File: src/rtl/lru_pkg.sv
package lru_pkg;
  // Control strobes handed from the control module to the datapath.
  typedef struct packed {
    logic clear;   // synchronous reset of the ordering bits
    logic load;    // debug load of the ordering bits
    logic touch;   // access update of the ordering bits
  } lruStrobes_t;
endpackage

File: src/rtl/lru_ctrl.sv
module lru_ctrl
  import lru_pkg::*;
#(
  parameter int WAY_W = 2
) (
  input  logic             clk,
  input  logic             rst,
  input  logic             accessValid,
  input  logic [WAY_W-1:0] accessWay,
  input  logic             dbgWrite,
  output lruStrobes_t      strobes,
  output logic [WAY_W-1:0] touchWay
);
  // Priority: reset, then debug load, then access update.
  always_comb begin
    strobes.clear = rst;
    strobes.load  = !rst && dbgWrite;
    strobes.touch = !rst && !dbgWrite && accessValid;
    touchWay      = accessWay;
  end

  // an access that collides with a debug write must not update
  p_dbg_wins_r4: assert property (@(posedge clk) disable iff (rst)
    (dbgWrite && accessValid) |-> !strobes.touch);
endmodule

File: src/rtl/lru_datapath.sv
module lru_datapath
  import lru_pkg::*;
#(
  parameter int NUM_WAYS  = 4,
  parameter int WAY_W     = 2,
  parameter int PAIR_BITS = 6
) (
  input  logic                 clk,
  input  lruStrobes_t          strobes,
  input  logic [WAY_W-1:0]     touchWay,
  input  logic [PAIR_BITS-1:0] loadValue,
  input  logic [NUM_WAYS-1:0]  lockMask,
  output logic [PAIR_BITS-1:0] state,
  output logic [WAY_W-1:0]     victimWay,
  output logic                 noVictim
);
  // Pairs are numbered with the higher way descending, then the lower way descending.
  function automatic int pairIdx(input int hi, input int lo);
    int idx;
    idx = 0;
    for (int h = NUM_WAYS - 1; h > hi; h--) idx += h;
    return idx + (hi - 1 - lo);
  endfunction

  // True when way a was used more recently than way b.
  function automatic logic isNewer(input logic [PAIR_BITS-1:0] st, input int a, input int b);
    if (a > b) return st[pairIdx(a, b)];
    else       return !st[pairIdx(b, a)];
  endfunction

  function automatic logic isMru(input logic [PAIR_BITS-1:0] st, input int w);
    logic ok;
    ok = 1'b1;
    for (int j = 0; j < NUM_WAYS; j++)
      if (j != w && !isNewer(st, w, j)) ok = 1'b0;
    return ok;
  endfunction

  logic [PAIR_BITS-1:0] touchNext;
  logic [NUM_WAYS-1:0]  losesAll;

  // Access update: the touched way wins every pair it belongs to.
  always_comb begin
    touchNext = state;
    for (int hi = 1; hi < NUM_WAYS; hi++) begin
      for (int lo = 0; lo < hi; lo++) begin
        if (int'(touchWay) == hi)      touchNext[pairIdx(hi, lo)] = 1'b1;
        else if (int'(touchWay) == lo) touchNext[pairIdx(hi, lo)] = 1'b0;
      end
    end
  end

  always_ff @(posedge clk) begin
    if (strobes.clear)      state <= '0;
    else if (strobes.load)  state <= loadValue;
    else if (strobes.touch) state <= touchNext;
  end

  // A way is a candidate when every other unlocked way is newer than it.
  always_comb begin
    for (int i = 0; i < NUM_WAYS; i++) begin
      losesAll[i] = 1'b1;
      for (int j = 0; j < NUM_WAYS; j++)
        if (j != i && !lockMask[j] && !isNewer(state, j, i)) losesAll[i] = 1'b0;
    end
  end

  always_comb begin
    logic found;
    found     = 1'b0;
    victimWay = '0;
    noVictim  = &lockMask;
    for (int i = 0; i < NUM_WAYS; i++) begin
      if (!found && !lockMask[i] && losesAll[i]) begin
        victimWay = WAY_W'(i);
        found     = 1'b1;
      end
    end
    // Cyclic ordering: fall back to the lowest unlocked way.
    for (int i = 0; i < NUM_WAYS; i++) begin
      if (!found && !lockMask[i]) begin
        victimWay = WAY_W'(i);
        found     = 1'b1;
      end
    end
  end

  // after an access the touched way is newer than all others
  p_touch_mru_r2: assert property (@(posedge clk) disable iff (strobes.clear)
    strobes.touch |=> isMru(state, int'($past(touchWay))));

  // a debug load lands on the next edge
  p_load_value_r4: assert property (@(posedge clk) disable iff (strobes.clear)
    strobes.load |=> state == $past(loadValue));

  // no strobe means the ordering is held
  p_idle_hold_r5: assert property (@(posedge clk) disable iff (strobes.clear)
    (!strobes.load && !strobes.touch) |=> $stable(state));

  // a locked way is never offered for replacement
  p_locked_skip_r6: assert property (@(posedge clk) disable iff (strobes.clear)
    !noVictim |-> !lockMask[victimWay]);

  // with no candidate the index rests at zero
  p_none_zero_r7: assert property (@(posedge clk) disable iff (strobes.clear)
    noVictim |-> victimWay == '0);
endmodule

File: src/rtl/way_recency_lru.sv
module way_recency_lru
  import lru_pkg::*;
#(
  parameter  int NUM_WAYS  = 4,
  localparam int WAY_W     = $clog2(NUM_WAYS),
  localparam int PAIR_BITS = NUM_WAYS * (NUM_WAYS - 1) / 2
) (
  input  logic                 clk,
  input  logic                 rst,
  input  logic                 accessValid,
  input  logic [WAY_W-1:0]     accessWay,
  input  logic [NUM_WAYS-1:0]  lockMask,
  input  logic                 dbgWrite,
  input  logic [PAIR_BITS-1:0] dbgData,
  output logic [PAIR_BITS-1:0] orderState,
  output logic [WAY_W-1:0]     victimWay,
  output logic                 noVictim
);
  lruStrobes_t      strobes;
  logic [WAY_W-1:0] touchWay;

  lru_ctrl #(.WAY_W(WAY_W)) uCtrl (
    .clk         (clk),
    .rst         (rst),
    .accessValid (accessValid),
    .accessWay   (accessWay),
    .dbgWrite    (dbgWrite),
    .strobes     (strobes),
    .touchWay    (touchWay)
  );

  lru_datapath #(.NUM_WAYS(NUM_WAYS), .WAY_W(WAY_W), .PAIR_BITS(PAIR_BITS)) uPath (
    .clk       (clk),
    .strobes   (strobes),
    .touchWay  (touchWay),
    .loadValue (dbgData),
    .lockMask  (lockMask),
    .state     (orderState),
    .victimWay (victimWay),
    .noVictim  (noVictim)
  );

  // reset clears the ordering bits on the following edge
  p_reset_clear_r1: assert property (@(posedge clk)
    rst |=> orderState == '0);
endmodule

File: config.mk
export PLATFORM = sky130hd
export DESIGN_NAME = way_recency_lru
export DESIGN_NICKNAME = d
export VERILOG_FILES = /design/src/rtl/lru_pkg.sv /design/src/rtl/lru_ctrl.sv /design/src/rtl/lru_datapath.sv /design/src/rtl/way_recency_lru.sv
export SDC_FILE = /design/constraint.sdc
export NUM_CORES = 1
export LEC_CHECK = 0
export BUFFER_PORTS_ARGS = -buffer_cell sky130_fd_sc_hd__buf_2
export CAP_MARGIN = 20
export CORE_AREA = 2 2 39 41
export CTS_CLUSTER_DIAMETER = 40
export DETAILED_ROUTE_END_ITERATION = 16
export DIE_AREA = 0 0 41 43
export HOLD_SLACK_MARGIN = 0.03
export MAX_ROUTING_LAYER = met4
export PLACE_DENSITY_LB_ADDON = 0.1
export REMOVE_ABC_BUFFERS = 1
export SYNTH_ARGS = -nofsm -noshare
export SYNTH_HDL_FRONTEND = slang
export SYNTH_HIERARCHICAL = 1
export SYNTH_SLANG_ARGS = --single-unit
export TNS_END_PERCENT = 50
File: constraint.sdc
create_clock -name clk -period 1.1 [get_ports clk]
set_input_delay 0.165 -clock clk [delete_from_list [all_inputs] [get_ports clk]]
set_output_delay 0.165 -clock clk [all_outputs]
set_load 0.02 [all_outputs]
==> impl_metrics.yaml <==
critical_path:
  critPathArrivalTime_ps: 1370
  crit_required_ps: 940
  crit_type: "flip-flop to output pin"
  end_kind: "output pin"
  worstReg2RegStart: "uPath/state[3]"
  path_buf_inv: 1
  crit_start: "uPath/state[0]"
  cp_top_family: "compound AO/OA/AOI/OAI gates"
  path_max_fanout: 3
  slowest_stage: "a2111o_1"
  cp_slowest_stage_delay_ps: 390
  startpoint_type: "flip-flop"
  cp_cell_sequence: "nor2b_1 -> a2111o_1 -> o311ai_1 -> buf_2"
sta:
  timing.final.crit_share: 1.39
  finalHoldViolations: 0
  fmax_mhz: 652
  finalClockSkew_ps: 0
  slew_headroom: 0.745
  setup_slack_ps: -434
  slew_violations: 0
  min_period_ps: 1530
  tightest_slew_ps: 378
  holdWs_ps: 193
  setup_tns_ps: -866
  setup_viol: 2
  rsz0062_at_grt: "yes"
min_path:
  hp-class: "input port to flip-flop"
  min_from: "dbgData[1]"
power_and_ir_drop:
  intPower_mw: 0.468
  powerDensity_nw_per_um2: 985
  clkPwrFrac: 0.297
  pwr-share-comb: 0.335
  switchingPower_mw: 0.198
  seqPwrFrac: 0.367
  p_total_mw: 0.666
  netSwitchingFraction: 0.298
  leakage_nw: 0.334
  irDropWorstVdd_mv: 0.610
synthesis:
  ys_top_cells_by_count: "nor2b_1, dfxtp_1, a211oi_1, buf_4, nor2_1"
  ys_ff_latch: 6
  yosys_most_used_dff: "dfxtp_1"
  synth_area_leaders: "dfxtp_1, nor2b_1, a211oi_1, buf_4, a2111oi_2"
  synth_top_area_frac: 0.271
  synth_most_common_cell: "nor2b_1"
  yosys.area.top_type: "dfxtp_1"
  synth_area_um2: 443
  synth-edff-count: 0
  yosys_warnings: 6
  synthArstFlopShare: 0
  synthesis.instances: 52
  seq_area_frac_synth: 0.271
  syn_avg_cell_area_um2: 8.52
  ys_types: 24
floorplan:
  die_area_um2: 1760
  start_util: 0.320
  io_pins: 25
  die_h_um: 43
  core-area_um2: 1380
  rows: 14
  die_w_um: 41
route:
  vias: 505
  firstDrtPassIters: 4
  drt-total-wl_um: 1250
  ant_nets: 0
  wl_per_cell_um: 12.1
  via_per_inst: 4.90
  drc: 0
  drt-initial-drc-count: 3
layout:
  nets: 105
  finish.utilization: 0.489
  regMostFlops: "uPath/state"
  stdcell_count: 103
  drive_above_1_share: 0.529
  largest_register_ff_count: 6
  reg.largest.list: "uPath/state (6)"
  antenna_cells: 0
  area_delta_synth_final_pct: 52.8
  nFillCells: 152
  finalInstanceArea_um2: 677
clock_network:
  clock_latency_ps: 240
  root_buffer: "clkbuf_4"
  cts_sinks: 6
  clockBufferDepth: 2
  ctsHtreeMaxLevel: 1
  cts_buffers: 3
  clk_pin_slew_worst_paths_ps: 40
  post_cts_buffers: 0
  tritoncts: "yes"
run:
  maxCapViolations: 0
global_route:
  antenna_found_initial: 0
  grt-ovfl-total: 0
  grt_use_total: 0.163
  grt_pass1_wl_um: 1910
  grt_pass1_vias: 451
  grt_max_degree: 9
placement:
  portBuffers: 24
  dp_slack_ps: -181
  dp_hpwl_um: 956
  dp_cells: 100
  dpl_cell_area_um2: 643
  gp_congestion: 0.744
outcome:
  outcome: "finished with violations"
  violations: "setup timing"
-- logic make-up (layout without fill, tap and decap cells) --
family | after synthesis | in the layout | share of synthesized area
compound gates | 15 | 15 | 0.280
mux | 2 | 2 | 0.0593
simple gates | 22 | 22 | 0.297
flops | 6 | 6 | 0.271
buf+inv | 7 | 42 | 0.0932
-- layer usage --
metal / wire [µm] / up-vias / global-route usage
met3: 77 / 0 / 0.0628
met4: 0 / 0 / 0.0600
met2: 605 / 18 / 0.231
met5: 0 / - / -
li1: - / 266 / -
met1: 563 / 221 / 0.204
-- cell usage in the layout, fill, tap and decap left out, drive strengths merged --
cell | netlist | layout
a2111o | 1 | 1
a2111oi | 2 | 2
a211oi | 4 | 4
a21oi | 2 | 2
and3 | 1 | 1
and4 | 1 | 1
buf | 4 | 36
clkbuf | 0 | 3
dfxtp | 6 | 6
inv | 3 | 3
mux2 | 2 | 2
nand2 | 2 | 2
nand2b | 1 | 1
nor2 | 3 | 3
nor2b | 11 | 11
nor3 | 2 | 2
nor3b | 1 | 1
o21a | 2 | 2
o22ai | 1 | 1
o311ai | 2 | 2
o41ai | 1 | 1
-- tightest hold or removal path, cell delays in order --
cell     delay (ps)
buf_2            80
nor2b_1          30
nor3_1          110
-- repair_timing --
| action | 4_1_cts | 5_1_grt |
|---|---|---|
| hold buffers | 0 | 0 |
| cloned | 0 | 0 |
| pin swaps | 1 | 0 |
| resized for setup | 1 | 2 |
| endpoints found under the setup margin | 2 | 3 |
-- power by group through the flow --
| stage | clock network, mW | registers [mW] | logic [mW] |
|---|---|---|---|
| final | 0.198 | 0.245 | 0.223 |
| after CTS | 0.210 | 0.246 | 0.217 |
| after global placement | 0 | 0.248 | 0.215 |
| after floorplan | 0 | 0.267 | 0.0851 |
| after global routing | 0.226 | 0.247 | 0.244 |
| after detailed placement | 0 | 0.249 | 0.216 |
-- final cells by class --
type | count | area, µm² | share of cell area
multi-input cells | 39 | 292 | 0.431
repair buffers | 36 | 210 | 0.311
clock buffers | 3 | 22.5 | 0.0333
flip-flops and latches | 6 | 121 | 0.179
well taps | 16 | 20.0 | 0.0296
inverters | 3 | 11.3 | 0.0166
-- final timing paths --
path	cells after the start	endpoint	slack, ps
worst max-delay path	4	victimWay[0]	-430
worst min-delay path	3	uPath/state[1]	190
worst max register to register	3	uPath/state[3]	110
worst min register to register	2	uPath/state[4]	610
Power figures use the tool's default switching activity.
